### config.mk
export PLATFORM = sky130hd
export DESIGN_NAME = ptw_walker
export DESIGN_NICKNAME = d
export VERILOG_FILES = /design/src/rtl/ptw_pkg.sv /design/src/rtl/ptw_entry_decode.sv /design/src/rtl/ptw_addr_gen.sv /design/src/rtl/ptw_fsm.sv /design/src/rtl/ptw_walker.sv
export SDC_FILE = /design/constraint.sdc
export NUM_CORES = 1
export LEC_CHECK = 0
export CAP_MARGIN = 20
export CORE_MARGIN = 2
export CORE_UTILIZATION = 40
export DETAILED_ROUTE_END_ITERATION = 6
export GPL_ROUTABILITY_DRIVEN = 0
export PLACE_DENSITY = 0.67
export SLEW_MARGIN = 20
export SYNTH_ARGS = -nofsm -noshare
export SYNTH_HDL_FRONTEND = slang
export SYNTH_HIERARCHICAL = 1
export SYNTH_SLANG_ARGS = --single-unit
### constraint.sdc
create_clock -name clk_i -period 2.6 [get_ports clk_i]
set_input_delay 0.26 -clock clk_i [delete_from_list [all_inputs] [get_ports clk_i]]
set_output_delay 0.26 -clock clk_i [all_outputs]
set_load 0.02 [all_outputs]
### src/rtl/ptw_pkg.sv
package ptw_pkg;
  localparam int unsigned ADDR_W     = 32;
  localparam int unsigned DIR_IDX_W  = 10;
  localparam int unsigned TBL_IDX_W  = 10;
  localparam int unsigned OFF_W      = 12;
  localparam int unsigned ENTRY_LOG2 = 2;
  localparam int unsigned FRAME_W    = ADDR_W - OFF_W;
  localparam int unsigned PRESENT_BIT = 0;

  typedef enum logic [2:0] {
    ST_IDLE,
    ST_RD_DIR,
    ST_WT_DIR,
    ST_RD_TBL,
    ST_WT_TBL,
    ST_DONE
  } walk_state_e;
endpackage

### src/rtl/ptw_entry_decode.sv
module ptw_entry_decode #(
  parameter int unsigned ADDR_W      = ptw_pkg::ADDR_W,
  parameter int unsigned OFF_W       = ptw_pkg::OFF_W,
  parameter int unsigned PRESENT_BIT = ptw_pkg::PRESENT_BIT,
  localparam int unsigned FRAME_W    = ADDR_W - OFF_W
) (
  input  logic [ADDR_W-1:0]  entry_i,
  output logic               present_o,
  output logic [FRAME_W-1:0] frame_o
);
  // bits between the flag and the frame are don't-care
  assign present_o = entry_i[PRESENT_BIT];
  assign frame_o   = entry_i[ADDR_W-1:OFF_W];
endmodule

### src/rtl/ptw_addr_gen.sv
module ptw_addr_gen #(
  parameter int unsigned ADDR_W     = ptw_pkg::ADDR_W,
  parameter int unsigned DIR_IDX_W  = ptw_pkg::DIR_IDX_W,
  parameter int unsigned TBL_IDX_W  = ptw_pkg::TBL_IDX_W,
  parameter int unsigned OFF_W      = ptw_pkg::OFF_W,
  parameter int unsigned ENTRY_LOG2 = ptw_pkg::ENTRY_LOG2,
  localparam int unsigned FRAME_W   = ADDR_W - OFF_W
) (
  input  logic [ADDR_W-1:0]  vaddr_i,
  input  logic [ADDR_W-1:0]  dir_base_i,
  input  logic [FRAME_W-1:0] tbl_frame_i,
  input  logic               sel_tbl_i,
  input  logic [FRAME_W-1:0] page_frame_i,
  output logic [ADDR_W-1:0]  entry_addr_o,
  output logic [ADDR_W-1:0]  phys_o
);
  localparam int unsigned TBL_LSB = OFF_W;
  localparam int unsigned DIR_LSB = OFF_W + TBL_IDX_W;
  localparam int unsigned DIR_PAD = ADDR_W - DIR_IDX_W - ENTRY_LOG2;
  localparam int unsigned TBL_PAD = ADDR_W - TBL_IDX_W - ENTRY_LOG2;

  logic [DIR_IDX_W-1:0] dir_idx;
  logic [TBL_IDX_W-1:0] tbl_idx;
  logic [OFF_W-1:0]     offset;
  logic [ADDR_W-1:0]    dir_ofs, tbl_ofs, tbl_base;

  assign dir_idx = vaddr_i[DIR_LSB +: DIR_IDX_W];
  assign tbl_idx = vaddr_i[TBL_LSB +: TBL_IDX_W];
  assign offset  = vaddr_i[OFF_W-1:0];

  assign dir_ofs  = {{DIR_PAD{1'b0}}, dir_idx, {ENTRY_LOG2{1'b0}}};
  assign tbl_ofs  = {{TBL_PAD{1'b0}}, tbl_idx, {ENTRY_LOG2{1'b0}}};
  assign tbl_base = {tbl_frame_i, {OFF_W{1'b0}}};

  assign entry_addr_o = sel_tbl_i ? (tbl_base + tbl_ofs) : (dir_base_i + dir_ofs);
  assign phys_o       = {page_frame_i, offset};
endmodule

### src/rtl/ptw_fsm.sv
module ptw_fsm
  import ptw_pkg::*;
(
  input  logic        clk_i,
  input  logic        rst_ni,
  input  logic        req_valid_i,
  input  logic        mem_req_ready_i,
  input  logic        mem_rsp_valid_i,
  input  logic        present_i,
  output walk_state_e state_o,
  output logic        load_req_o,
  output logic        load_tbl_o,
  output logic        load_res_o,
  output logic        res_fault_o
);
  walk_state_e state_q, state_d;

  always_comb begin
    state_d     = state_q;
    load_req_o  = 1'b0;
    load_tbl_o  = 1'b0;
    load_res_o  = 1'b0;
    res_fault_o = 1'b0;
    unique case (state_q)
      ST_IDLE: if (req_valid_i) begin
        load_req_o = 1'b1;
        state_d    = ST_RD_DIR;
      end
      ST_RD_DIR: if (mem_req_ready_i) state_d = ST_WT_DIR;
      ST_WT_DIR: if (mem_rsp_valid_i) begin
        if (present_i) begin
          load_tbl_o = 1'b1;
          state_d    = ST_RD_TBL;
        end else begin
          load_res_o  = 1'b1;
          res_fault_o = 1'b1;
          state_d     = ST_DONE;
        end
      end
      ST_RD_TBL: if (mem_req_ready_i) state_d = ST_WT_TBL;
      ST_WT_TBL: if (mem_rsp_valid_i) begin
        load_res_o  = 1'b1;
        res_fault_o = ~present_i;
        state_d     = ST_DONE;
      end
      ST_DONE: state_d = ST_IDLE;
      default: state_d = ST_IDLE;
    endcase
  end

  always_ff @(posedge clk_i or negedge rst_ni) begin
    if (!rst_ni) state_q <= ST_IDLE;
    else         state_q <= state_d;
  end

  assign state_o = state_q;

  // a missing directory entry goes straight to the result, never to a table read
  a_r5_dir_fault_skips_tbl: assert property (@(posedge clk_i) disable iff (!rst_ni)
    (state_q == ST_WT_DIR && mem_rsp_valid_i && !present_i) |=> (state_q == ST_DONE));

  // the result cycle is always followed by idle
  a_r11_idle_after_done: assert property (@(posedge clk_i) disable iff (!rst_ni)
    (state_q == ST_DONE) |=> (state_q == ST_IDLE));

  // response strobes outside a wait state leave the state alone
  a_r10_stray_rsp_ignored: assert property (@(posedge clk_i) disable iff (!rst_ni)
    (mem_rsp_valid_i && (state_q == ST_RD_DIR || state_q == ST_RD_TBL) && !mem_req_ready_i)
      |=> $stable(state_q));
endmodule

### src/rtl/ptw_walker.sv
module ptw_walker
  import ptw_pkg::*;
(
  input  logic        clk_i,
  input  logic        rst_ni,
  input  logic        req_valid_i,
  output logic        req_ready_o,
  input  logic [31:0] req_vaddr_i,
  input  logic [31:0] req_base_i,
  output logic        mem_req_valid_o,
  input  logic        mem_req_ready_i,
  output logic [31:0] mem_req_addr_o,
  input  logic        mem_rsp_valid_i,
  input  logic [31:0] mem_rsp_data_i,
  output logic        done_o,
  output logic        fault_o,
  output logic [31:0] phys_addr_o
);
  walk_state_e        state;
  logic               load_req, load_tbl, load_res, res_fault;
  logic               present;
  logic [FRAME_W-1:0] frame;
  logic [ADDR_W-1:0]  vaddr_q, base_q, entry_addr, phys_new;
  logic [FRAME_W-1:0] tbl_frame_q;
  logic               fault_q;
  logic [ADDR_W-1:0]  phys_q;

  ptw_fsm i_fsm (
    .clk_i           (clk_i),
    .rst_ni          (rst_ni),
    .req_valid_i     (req_valid_i),
    .mem_req_ready_i (mem_req_ready_i),
    .mem_rsp_valid_i (mem_rsp_valid_i),
    .present_i       (present),
    .state_o         (state),
    .load_req_o      (load_req),
    .load_tbl_o      (load_tbl),
    .load_res_o      (load_res),
    .res_fault_o     (res_fault)
  );

  ptw_entry_decode i_decode (
    .entry_i   (mem_rsp_data_i),
    .present_o (present),
    .frame_o   (frame)
  );

  ptw_addr_gen i_addr (
    .vaddr_i      (vaddr_q),
    .dir_base_i   (base_q),
    .tbl_frame_i  (tbl_frame_q),
    .sel_tbl_i    (state == ST_RD_TBL),
    .page_frame_i (frame),
    .entry_addr_o (entry_addr),
    .phys_o       (phys_new)
  );

  always_ff @(posedge clk_i or negedge rst_ni) begin
    if (!rst_ni) begin
      vaddr_q     <= '0;
      base_q      <= '0;
      tbl_frame_q <= '0;
      fault_q     <= 1'b0;
      phys_q      <= '0;
    end else begin
      if (load_req) begin
        vaddr_q <= req_vaddr_i;
        base_q  <= req_base_i;
      end
      if (load_tbl) tbl_frame_q <= frame;
      if (load_res) begin
        fault_q <= res_fault;
        phys_q  <= res_fault ? '0 : phys_new;
      end
    end
  end

  assign req_ready_o     = (state == ST_IDLE);
  assign mem_req_valid_o = (state == ST_RD_DIR) || (state == ST_RD_TBL);
  assign mem_req_addr_o  = entry_addr;
  assign done_o          = (state == ST_DONE);
  assign fault_o         = done_o & fault_q;
  assign phys_addr_o     = done_o ? phys_q : '0;

  // a pending read holds its address until taken
  a_r10_req_hold: assert property (@(posedge clk_i) disable iff (!rst_ni)
    (mem_req_valid_o && !mem_req_ready_i) |=> (mem_req_valid_o && $stable(mem_req_addr_o)));

  // single-cycle strobe
  a_r8_done_pulse: assert property (@(posedge clk_i) disable iff (!rst_ni)
    done_o |=> !done_o);

  // no address reported with a fault
  a_r8_fault_no_addr: assert property (@(posedge clk_i) disable iff (!rst_ni)
    fault_o |-> (phys_addr_o == '0));

  // request side and memory side never active together
  a_r9_ready_only_idle: assert property (@(posedge clk_i) disable iff (!rst_ni)
    req_ready_o |-> (!mem_req_valid_o && !done_o));
endmodule

## Word-level counts from Yosys, hierarchy flattened

Cells that the tools add are included.

- Output and inout port bits: 68
- Logic and storage cells: 44
- Bits of input ports: 101
- Flip-flop bits (word level): 120

- Bitwise operators: 2
- Multiplexer cells: 21
- Equal/unequal tests: 10
- Reduce and logical (&&, ||, !) cells: 3
- Add/sub/neg operators: 2

Operators with widths:

| operator | number |
|---|---|
| 32-bit two-way mux | 3 |
| 32-bit by 12-bit adder with 32-bit output | 2 |
| 3-bit two-way mux | 6 |
| 3-bit one-hot mux with 5 select lines | 1 |
| 2-bit != test, second input constant | 5 |
| 1-bit two-way mux | 9 |
| 3-bit by 2-bit equality test with 1-bit output, second input constant | 2 |
| 3-bit equality test, second input constant | 2 |
| 5-bit AND reduction | 1 |
| 1-bit one-hot mux with 2 select lines | 2 |
| 3-bit by 1-bit equality test with 1-bit output, second input constant | 1 |
| 3-bit zero test | 1 |
| 1-bit AND | 1 |
| 1-bit logical OR | 1 |
| 1-bit NOT | 1 |

## Depth between registers and ports, before layout

Gate-level depths: netlist of the first run.

- Word-level depth: 4
- Mapped depth: 8
- Mapped depth without buffers: 8

## Cells and area by module

The synthesis of the first run kept the hierarchy.

By module, submodules not included:

| module | area each (um^2) | times used | cells an instance |
|---|---|---|---|
| ptw_walker | 5,093.6 | 1 | 357 |
| ptw_addr_gen | 1,497.7 | 1 | 225 |
| ptw_fsm | 270.3 | 1 | 26 |
| ptw_entry_decode | 157.7 | 1 | 21 |

## Least setup slack after synthesis of the first run

No wires, ideal clock.

- Kind: reg2out
- Start point: register vaddr_q[22]
- End point: output port mem_req_addr_o[22]
- Arrival: 2.414 ns
- Required time: 2.340 ns
- Buffers on the path: 0
- Cell stages (with the launch flop): 9
- Setup slack: -0.074 ns
- Path through: dfrtp_1 > ha_1 > fa_1 > a21o_1 > a221oi_2 > o311ai_4 > nand4_1 > xor2_1 > o21ai_0

- Word-level cells in the longest chain between the ends: 2

RTL lines:

| element | RTL line | text |
|---|---|---|
| from (decl) | ptw_walker.sv:23 | `logic [ADDR_W-1:0] vaddr_q, base_q, entry_addr, phys_new;` |
| from (signal assigned) | ptw_walker.sv:67 | `vaddr_q <= req_vaddr_i;` |
| 32-bit by 12-bit adder with 32-bit output | ptw_addr_gen.sv:35 | `assign entry_addr_o = sel_tbl_i ? (tbl_base + tbl_ofs) : (dir_base_i + dir_ofs);` |
| 32-bit two-way mux | ptw_addr_gen.sv:35 |  |
| to (decl) | ptw_walker.sv:12 | `output logic [31:0] mem_req_addr_o,` |

No other way between the ends.

## Worst setup path in the final report of the first run

- Start point: register vaddr_q[23]
- End point: output port mem_req_addr_o[31]

The elaborated chain is that of the path after synthesis.

==> results of run 1 <==
-- how the worst min path moves through the flow --
stage,depth (start not counted),end,slack (ps),start
2_1_floorplan,0,base_q[0],-40,rst_ni
3_3_place_gp,1,phys_q[22],220,rst_ni
3_5_place_dp,1,phys_q[22],220,rst_ni
4_1_cts,2,tbl_frame_q[6],320,rst_ni
5_1_grt,2,phys_q[16],350,rst_ni
6_report,2,phys_q[22],320,rst_ni
-- per-layer routing --
metal | vias to the layer above | share of wire
li1 | 2435 | -
met1 | 2561 | 0.45
met2 | 156 | 0.49
met3 | 25 | 0.039
met4 | 0 | 0.020
met5 | - | 0
-- kinds of logic (layout without fill, tap and decap cells) --
logic type                 Yosys count  in the layout
and+or+nand+nor                    171            172
buffers and inverters              121            291
DFF                                120            120
AOI/OAI and AO/OA                   95             96
muxes                               88             88
xor gates and xnor gates            23             23
adders and majority gates           11             11
-- final cells by class --
cell class	instances	area (µm²)
well taps	225	282
fillers	1371	7620
flip-flops and latches	120	3000
clock inverters	12	173
clock buffers	20	457
multi-input cells	390	3470
repair buffers	225	2110
inverters	34	128
-- state kept, by name (all words and copies together) (netlist names) --
name / cells
tbl_frame_q: 20
phys_q: 32
fault_q: 1
vaddr_q: 32
i_fsm/state_o: 3
base_q: 32
-- timing repair --
action / in CTS / in global routing
hold endpoints to repair: 29 / 0
setup buffers: 6 / 3
hold buffers: 1 / 0
cloned: 2 / 0
endpoints found under the setup margin: 65 / 32
pin swaps: 26 / 24
resized for setup: 149 / 45
-- synth_stat cells (all sizes together) (3+ instances only) --
| library cell | n | area, µm² |
|---|---|---|
| inv | 34 | 128 |
| ha | 10 | 125 |
| dfrtp | 120 | 3000 |
| nand2 | 33 | 124 |
| nor4b | 3 | 26.3 |
| and2 | 39 | 255 |
| nor2b | 7 | 43.8 |
| xnor2 | 10 | 87.6 |
| nand3b | 32 | 240 |
| a21oi | 11 | 58.8 |
| mux2 | 88 | 1220 |
| nand2b | 4 | 25.0 |
| a21o | 4 | 32.5 |
| o21ai | 58 | 290 |
| and3 | 6 | 38.8 |
| nand4 | 7 | 43.8 |
| buf | 74 | 623 |
| xor2 | 13 | 114 |
| nor2 | 10 | 37.5 |
| a211o | 3 | 27.5 |
| nand3 | 13 | 65.1 |
| clkbuf | 13 | 50.0 |
| nor3 | 5 | 25.0 |
| nor3b | 3 | 22.5 |
-- per-stage QoR --
stage | instance area [µm²] | utilization
final | 9620 | 0.558
after global routing | 9620 | 0.558
after CTS | 9470 | 0.550
after detailed placement | 8700 | 0.505
after global placement | 8700 | 0.505
after floorplan | 7020 | -
-- cells in the final DEF (no fill, tap or decap), types with 11 or more instances in the layout --
cell             count
o21ai_1             16
dfrtp_1            120
buf_4               74
nand3b_1            32
nand2_1             31
buf_6               12
inv_1               34
mux2_2              27
mux2_4              61
xor2_1              11
o21ai_0             39
clkdlybuf4s50_1    127
and2_1              29
clkbuf_16           17
-- power breakdown --
group / leakage [nW] / switching [W] / internal [W]
sequential: 1.45 / 0.000677 / 0.00280
clock: 0.306 / 0.000876 / 0.00165
combinational: 2.41 / 0.00397 / 0.00414
total: 4.16 / 0.00552 / 0.00859
-- critical path, delay by kind of cell, from the launching register on --
| kind | cells | cell delay [ps] |
|---|---|---|
| buffers and inverters | 1 | 120 |
| adder cells (fa/ha/maj) | 1 | 290 |
| flip-flops | 1 | 390 |
| AND/OR/NAND/NOR | 2 | 520 |
| AO/OA/AOI/OAI | 4 | 1000 |
==> impl_results.md, run 1 <==
- Outcome: finished with violations
- Violations in the final reports: setup timing
- GRT Residual Overflow: 0
- Setup Skew: about 7.3 ps
- TritonCTS sink count: 120
- Critical Path Fanout Max: 3
- TritonCTS Buffers: 17
- Global-route met2 utilization: 0.324
- Setup slack after placement: -511 ps
- Final WL: between 15,000 and 20,000 µm
- DRC viols: 0
- Met1 demand-to-capacity share in global routing: 0.264
- Fraction of the yosys area taken by sequential cells: 0.428
- Initial core utilization: 0.407
- Post-DR wirelength/cell: roughly 18 µm
- Via count of the first global-routing pass: ~5,300
- Share of synthesized cell area in and, or, nand and nor gates: 0.147
- Later-pin clock latency in the skew report: between 400 and 500 ps
- Dominant combinational cell family by area after synthesis: multiplexers
- Maximum resistive drop on vdd: between 1 and 1.5 mV
- Yosys Warn Count: 6
- Worst setup endpoint: mem_req_addr_o[31]
- Class of the most critical setup path: register to output pin
- Worst hold margin: roughly 320 ps
- Net total in the final layout: 900
- Combined global-route utilization of all metal layers: 0.199
- Reg2reg setup slack: 630 ps
- Slowest cell on the critical path: a211o_4
- Maximum number of pins on one net before global-route repair: 65
- Number of failing setup endpoints in the final timing report: 24
- R2R cell count: 6
- Number of failing hold endpoints at the final stage: 0
- DRT Pass-1 Iters: 5
- Number of buffers on the longest clock path: 2
- Number of antenna cells inserted: 0
- Smallest setup slack after layout: -413 ps
- Non-Filler Instances: just over 1,000
- Slew Limit Headroom: 0.602
- Required time of the critical path: ~2300 ps
- Syn avg cell area: 11.2 µm²
- Flip-flop cell with the highest count after synthesis: dfrtp_1
- Nature of the critical path startpoint: register
- HPWL reported at the end of detailed placement: between 10,000 and 15,000 µm
- I/O pin count: around 170
- Fraction of layout instances using a drive strength above 1: 0.337
- Chip Height: 136 µm
- Die Area: around 0.019 mm²
- Synth-to-layout area growth: 37.0%
- H-tree Lvls: 4
- Power Total: around 0.014 W
- FF-to-FF Start: i_fsm/state_o[2]
- Post-DR vias/cell: ~5.0
- Met3 layer usage reported by global route: 0.0354
- Global routing's busiest layer: met2
- Adder-cell share of the synthesized area: 0.0207
- Root buffer selected by CTS: clkbuf_16
- Critical Path, Cell by Cell: ha_1 -> a21oi_2 -> nand4b_1 -> a211o_4 -> a2111oi_4 -> and4_4 -> o31a_1 -> buf_6
- Post-synth EDFFs: 0
- DP Cell Count: 982
- Hold WC Path Type: input port to asynchronous set/reset pin
- Post-synthesis sequential element count: 120
- Period Utilization, post-route: 1.16
- Static Leakage: 4.16 nW
- FP Rows: 48
- Antenna violations before repair: 0
- Cell Pwr Density: around 1500 mW/mm²
- Clock tree from TritonCTS: done
- Routed vias: approximately 5,200
- Arrival time of data at the critical path endpoint: ~2800 ps
- FF-to-FF End: phys_q[18]
- Global-route wire length before repair: ~28,000 µm
- Measured slew at the worst slew-check pin: 596 ps
- Antenna Violating Nets Remaining: 0
- Final critical path time including I/O delays and setup: around 3000 ps
- Die Width: around 140 µm
- Area of the placeable core: about 0.017 mm²
- Count of pins over their slew limit: 0
- Startpoint of the worst setup timing path: vaddr_q[23]
- Netlist cell types: between 50 and 60
- Count of input and output buffers: around 160
- Post-synthesis mux area share: 0.174
- Synthesized-area fraction occupied by ao, oa, aoi and oai cells: 0.0879
- Net Count, Synth: 741
- Unrepaired setup endpoints after global routing: yes
- Peak per-stage delay on the critical path: around 400 ps
- Total of max-cap violations: 0
- Clock edge transition at the registers on the reported setup and hold paths: around 60 ps
- Fraction of synthesis flops using an asynchronous set or reset pin: 1.00
- Number of standard cells after synthesis: roughly 630
- Area of the mapped netlist: about 0.0070 mm²
- Post-synthesis xor/xnor area fraction: 0.0287
- DRT iter0 DRCs: approximately 300
- Final TNS setup: -7310 ps
- Kind of end point of the critical path: output pin
- FMAX: around 330 MHz
Power figures use the tool's default switching activity.
==> run 2, diff against run 1 <==
--- a/config.mk
+++ b/config.mk
@@ -10,7 +10,7 @@
 export CORE_UTILIZATION = 40
 export DETAILED_ROUTE_END_ITERATION = 6
 export GPL_ROUTABILITY_DRIVEN = 0
-export PLACE_DENSITY = 0.67
+export PLACE_DENSITY = 0.69
 export SLEW_MARGIN = 20
 export SYNTH_ARGS = -nofsm -noshare
 export SYNTH_HDL_FRONTEND = slang
==> constraint.sdc (replaced) <==
create_clock -name clk_i -period 2.4 [get_ports clk_i]
set_input_delay 0.24 -clock clk_i [delete_from_list [all_inputs] [get_ports clk_i]]
set_output_delay 0.24 -clock clk_i [all_outputs]
set_load 0.02 [all_outputs]
==> run 2 against run 1 <==
The flow still finishes with violations (setup timing). Critical path depth unchanged. Global-route usage increased by 0.89 points. Die area unchanged. Clock skew about the same. Register-to-register slack got worse by 230 ps. Total power increased by 13%. Flip-flop and latch count unchanged. Clock power decreased by 4%. Clock-buffer cell count decreased by 2. Non-clock buffer count increased by 26. First-iteration DRC count increased by 22%. Final cell count increased by 2.6%. Largest power group unchanged.
==> impl_results.md, run 2 (same netlist as run 1, synthesis figures left out) <==
- HPWL reported at the end of detailed placement: 12,700 µm (+3.6%)
- Final critical path time including I/O delays and setup: 3010 ps
- Clock edge transition at the registers on the reported setup and hold paths: 60 ps (about the same)
- Leading cell types in the layout, fill and taps excluded: 120 x dfrtp_1, 94 x clkdlybuf4s50_1, 88 x buf_4
- Final WL: 19,100 µm (+4.6%)
- DRT Pass-1 Iters: 6 (+1)
- Critical Path Fanout Max: 5 (+2)
- Static Leakage: 4.47 nW (+7.3%)
- Most common library cell in the layout ignoring fill and taps: dfrtp_1
- Post-DR vias/cell: 5.11 (+1.2%)
- Slew Limit Headroom: 0.608 (+0.00542)
- DRC viols: 0 (unchanged)
- Hold WC Path Type: input port to asynchronous set/reset pin
- Post-DR wirelength/cell: 18.1 µm (+1.9%)
- Kind of end point of the critical path: output pin
- Final TNS setup: -12,200 ps (-4880 ps)
- Antenna violations before repair: 0 (unchanged)
- Die Area: 0.0186 mm² (unchanged)
- Cell Pwr Density: 1610 mW/mm² (+9.5%)
- FMAX: 332 MHz
- Worst hold margin: 360 ps (+41.9 ps)
- Placed Area: 0.00894 mm² (+2.8%)
- Outcome: finished with violations
- Die Width: 136 µm (unchanged)
- H-tree Lvls: 4 (unchanged)
- Combinational share of power: 0.614 (+0.040)
- Required time of the critical path: 2160 ps (-180 ps)
- Net total in the final layout: 929 (+3.2%)
- Area of the placeable core: 0.0172 mm² (unchanged)
- Maximum resistive drop on vdd: 1.34 mV (+1.5%)
- Unrepaired setup endpoints after global routing: yes
- Cell-internal power: 0.00961 W (+12%)
- Count of pins over their slew limit: 0 (unchanged)
- Measured slew at the worst slew-check pin: 589 ps (-7.52 ps)
- Number of buffers on the longest clock path: 2 (unchanged)
- Class of the most critical setup path: register to output pin
- Period Utilization, post-route: 1.25
- Arrival time of data at the critical path endpoint: 2770 ps (+20 ps)
- Routed vias: 5,379 (+3.9%)
- Switching Fraction: 0.400 (+0.00847)
- Net switching power: 0.00640 W (+16%)
- Global-route wire length before repair: 29,700 µm (+5.4%)
- Maximum number of pins on one net before global-route repair: 47 (-28%)
- GRT Residual Overflow: 0 (unchanged)
- Synth-to-layout area growth: 42.0%
- Combined global-route utilization of all metal layers: 0.208 (+0.00892)
- I/O pin count: 169 (unchanged)
- DRT iter0 DRCs: 374 (+22%)
- Chip Height: 136 µm (unchanged)
- Violations in the final reports: setup timing
- Largest registers: base_q x32, phys_q x32, vaddr_q x32
- Nature of the critical path startpoint: register
- Non-Filler Cell Area, Final: 0.00997 mm² (+3.6%)
- Smallest setup slack after layout: -610 ps (-197 ps)
- Later-pin clock latency in the skew report: 420 ps (about the same)
- Power share of the sequential group: 0.234 (-0.013)
- Number of failing hold endpoints at the final stage: 0 (unchanged)
- Clock tree from TritonCTS: done
- Root buffer selected by CTS: clkbuf_16
- Number of failing setup endpoints in the final timing report: 26 (+8.3%)
- Setup Skew: 7.22 ps (-0.113 ps)
- Initial core utilization: 0.407 (unchanged)
- TritonCTS Buffers: 17 (unchanged)
- Count of input and output buffers: 157 (unchanged)
- Fraction of layout instances using a drive strength above 1: 0.388 (+0.0506)
- TritonCTS sink count: 120 (unchanged)
- FP Rows: 48 (unchanged)
- Number of antenna cells inserted: 0 (unchanged)
- Antenna Violating Nets Remaining: 0 (unchanged)
- Clock power frac: 0.152 (-0.027)
- Via count of the first global-routing pass: 5,599 (+6.5%)
- Total of max-cap violations: 0 (unchanged)
run 2: changes by cell type in the layout (fill, tap and decap cells not counted), sizes merged:
cell	previous run	this run
clkdlybuf4s15	0	1
buf	93	120
dlymetal6s2s	3	0
clkbuf	21	19
and2	39	40
clkinv	5	7
bufinv	4	2
dlygate4sd2	0	34
clkdlybuf4s50	127	94
and3b	2	4
run 2: layer usage:
layer | global-route usage | share of wire | up-vias
met2 | 0.362 | 0.51 | 200
met4 | 0.0903 | 0.034 | 0
met5 | 0 | 0 | -
li1 | - | - | 2503
met3 | 0.0365 | 0.047 | 53
met1 | 0.252 | 0.41 | 2623
run 2: through the flow:
stage,util,std cells,setup WS (ps),power (W)
floorplan,-,629,14.5,0.00880
global placement,0.519,1004,-594,0.0119
detailed placement,0.519,1004,-626,0.0121
CTS,0.567,1049,-594,0.0153
global route,0.578,1053,-716,0.0168
finish,0.578,1053,-610,0.0160
run 2: worst paths after layout:
kind / end / cells past startpoint / from / slack (ps)
setup reg to reg: base_q[31] / 5 / i_fsm/state_o[1] / 400
setup / recovery: mem_req_addr_o[12] / 8 / vaddr_q[29] / -610
min in group clk_i: vaddr_q[28] / 2 / req_vaddr_i[28] / 430
hold reg to reg: fault_q / 1 / fault_q / 510
hold / removal: base_q[0] / 2 / rst_ni / 360
max in group asynchronous: base_q[28] / 3 / rst_ni / 1220
run 2: worst max-delay path: stages (launching register included):
cell,delay (ps)
dfrtp_1,390
ha_1,320
buf_4,170
a21oi_1,320
a2bb2oi_2,340
o311ai_4,250
xnor2_1,200
o21ai_2,220
buf_6,150
run 2: layout make-up:
cell class	count	area (µm²)
Timing Repair Buffer	251	2330
Clock inverter	12	130
Clock buffer	18	429
Multi-Input combinational cell	393	3660
Fill cell	1341	7270
Tap cell	225	282
Inverter	34	128
Sequential cell	120	3000
run 2: timing repair:
action / 4_1_cts / 5_1_grt
pin swaps: 41 / 38
setup endpoints to repair: 66 / 27
cloned: 5 / 0
buffers inserted: 9 / 5
hold buffers: 1 / 0
endpoints found under the hold margin: 42 / 0
gates resized for setup: 233 / 37
run 2: power by group through the flow:
stage	Sequential, W	Combinational [W]	Clock (W)
after floorplan	0.00353	0.00527	0
after global placement	0.00365	0.00824	0
after detailed placement	0.00370	0.00841	0
after CTS	0.00371	0.00912	0.00250
after global routing	0.00389	0.0103	0.00258
final	0.00375	0.00982	0.00244
==> run 3, diff against run 2 <==
--- a/config.mk
+++ b/config.mk
@@ -10,6 +10,7 @@
 export CORE_UTILIZATION = 40
 export DETAILED_ROUTE_END_ITERATION = 6
 export GPL_ROUTABILITY_DRIVEN = 0
+export MAX_ROUTING_LAYER = met4
 export PLACE_DENSITY = 0.69
 export SLEW_MARGIN = 20
 export SYNTH_ARGS = -nofsm -noshare
==> run 3 against run 2 <==
The run still ends with setup timing left. Sequential share of layout area unchanged. Combinational power about the same. Total power about the same. Clock power about the same. Setup slack worse by 23 ps. Global-route usage up 0.60 points. Sequential power about the same. Flip-flop and latch count unchanged. Routed wire length about the same. Register-to-register slack about the same. First-iteration DRC count down 3.7%. Largest cell class unchanged. Highest routed layer unchanged.
==> impl_results.md, run 3 (same netlist as run 1, synthesis figures left out) <==
- Area of the placeable core: 0.0172 mm² (unchanged)
- Cell Pwr Density: 1610 mW/mm² (about the same)
- Final core area utilization: 0.578 (unchanged)
- DRT Pass-1 Iters: 5 (-1)
- Maximum number of pins on one net before global-route repair: 47 (unchanged)
- Count of pins over their slew limit: 0 (unchanged)
- Antenna Violating Nets Remaining: 0 (unchanged)
- Routed vias: 5,368 (-0.20%)
- TritonCTS sink count: 120 (unchanged)
- Final WL: 19,100 µm (about the same)
- Global-route wire length before repair: 29,600 µm (about the same)
- H-tree Lvls: 4 (unchanged)
- Leading cell types in the layout, fill and taps excluded: 120 x dfrtp_1, 94 x clkdlybuf4s50_1, 88 x buf_4
- Setup Skew: 6.84 ps (-0.381 ps)
- Total of max-cap violations: 0 (unchanged)
- I/O pin count: 169 (unchanged)
- Unrepaired setup endpoints after global routing: yes
- Combined global-route utilization of all metal layers: 0.214 (+0.00605)
- Smallest setup slack after layout: -633 ps (-22.6 ps)
- Initial core utilization: 0.407 (unchanged)
- Number of failing setup endpoints in the final timing report: 26 (unchanged)
- Kind of end point of the critical path: output pin
- GRT Residual Overflow: 0 (unchanged)
- Static Leakage: 4.47 nW (unchanged)
- Non-Filler Instances: 1,053 (unchanged)
- Post-DR wirelength/cell: 18.1 µm (about the same)
- FMAX: 330 MHz (-0.75%)
- TritonCTS Buffers: 17 (unchanged)
- Critical Path Fanout Max: 5 (unchanged)
- Fraction of layout instances using a drive strength above 1: 0.388 (unchanged)
- FP Rows: 48 (unchanged)
- Violations in the final reports: setup timing
- Worst setup endpoint: mem_req_addr_o[30]
- Setup slack after placement: -626 ps (unchanged)
- Chip Height: 136 µm (unchanged)
- Layout filler cell count: 1,341 (unchanged)
- HPWL reported at the end of detailed placement: 12,700 µm (unchanged)
- Nature of the critical path startpoint: register
- Post-DR vias/cell: 5.10 (-0.20%)
- Count of input and output buffers: 157 (unchanged)
- Largest registers: base_q x32, phys_q x32, vaddr_q x32
- FF-to-FF End: base_q[31]
- Die Width: 136 µm (unchanged)
- Later-pin clock latency in the skew report: 420 ps (about the same)
- Maximum resistive drop on vdd: 1.34 mV (about the same)
- Reg2reg setup slack: 410 ps (about the same)
- Arrival time of data at the critical path endpoint: 2790 ps (+20 ps)
- FF-to-FF Start: i_fsm/state_o[1]
- Number of buffers on the longest clock path: 2 (unchanged)
- Final critical path time including I/O delays and setup: 3030 ps (+22.6 ps)
- Net total in the final layout: 929 (unchanged)
- DP Cell Count: 1,004 (unchanged)
- Clock edge transition at the registers on the reported setup and hold paths: 60 ps (about the same)
- Worst hold margin: 359 ps (-1.43 ps)
- Antenna violations before repair: 0 (unchanged)
- Hold WC Path Type: input port to asynchronous set/reset pin
- Outcome: finished with violations
- R2R cell count: 5 (unchanged)
- Number of failing hold endpoints at the final stage: 0 (unchanged)
- Synth-to-layout area growth: 42.0% (unchanged)
- Root buffer selected by CTS: clkbuf_16
- Die Area: 0.0186 mm² (unchanged)
- Final TNS setup: -12,430 ps (-232 ps)
- Period Utilization, post-route: 1.26 (+0.00943)
- Number of antenna cells inserted: 0 (unchanged)
- Via count of the first global-routing pass: 5,589 (-0.18%)
- DRT iter0 DRCs: 360 (-3.7%)
- Required time of the critical path: 2160 ps (about the same)
- Measured slew at the worst slew-check pin: 588 ps (-0.770 ps)
- Startpoint of the worst setup timing path: vaddr_q[29]
- DRC viols: 0 (unchanged)
- Slew Limit Headroom: 0.608 (about the same)
- Most common library cell in the layout ignoring fill and taps: dfrtp_1
- Class of the most critical setup path: register to output pin
- Clock tree from TritonCTS: done
==> run 3: cell counts in the layout (fill, tap and decap cells not counted) <==
Identical to the previous run, type by type.
==> run 3: report_power, final <==
group	internal, W	total [W]	switching, W	leakage (nW)
Sequential	0.00304	0.00374	0.000706	1.45
Combinational	0.00506	0.00983	0.00477	2.74
Clock	0.00151	0.00244	0.000933	0.272
Total	0.00961	0.0160	0.00641	4.47
==> run 3: through the flow <==
step	total power (W)	area (µm²)
after CTS	0.0153	9770
after detailed placement	0.0121	8940
after global routing	0.0168	9970
after global placement	0.0119	8940
after floorplan	0.00880	7070
final	0.0160	9970
==> run 3: metal layers <==
metal  track usage  part of all wire  routed length [µm]
met5             -                 0                   0
met3        0.0362             0.044                 834
met2         0.362              0.50                9580
met4        0.0903             0.037                 708
met1         0.252              0.42                7960
==> run 3: timing repair <==
item | 4_1_cts | 5_1_grt
pin swaps | 41 | 38
gates cloned | 5 | 0
resized for setup | 233 | 37
hold endpoints to repair | 42 | 0
hold buffers | 1 | 0
setup endpoints to repair | 66 | 27
setup buffers | 9 | 5
==> run 3: critical path, cell delays in order, from the launching register on <==
cell and delay, ps:
dfrtp_1 390, ha_1 320, buf_4 170, a21oi_1 330, a2bb2oi_2 350, o311ai_4 260, nand4_1 170, xor2_1 190
o21ai_2 80, buf_6 130
==> run 3: final cells by class <==
cell class	count	area (µm²)	area share
multi-input cells	393	3660	0.368
flip-flops and latches	120	3000	0.301
repair buffers	251	2330	0.234
clock buffers	18	429	0.0431
well taps	225	282	0.0282
clock inverters	12	130	0.0131
inverters	34	128	0.0128
==> run 3: worst min-delay path by stage <==
stage / cells past startpoint / end / slack, ps / startpoint
after global routing: 2 / base_q[0] / 400 / rst_ni
final: 2 / base_q[0] / 360 / rst_ni
after floorplan: 0 / base_q[0] / -60 / rst_ni
after global placement: 1 / vaddr_q[25] / 270 / rst_ni
after CTS: 2 / base_q[0] / 380 / rst_ni
after detailed placement: 1 / base_q[0] / 270 / rst_ni
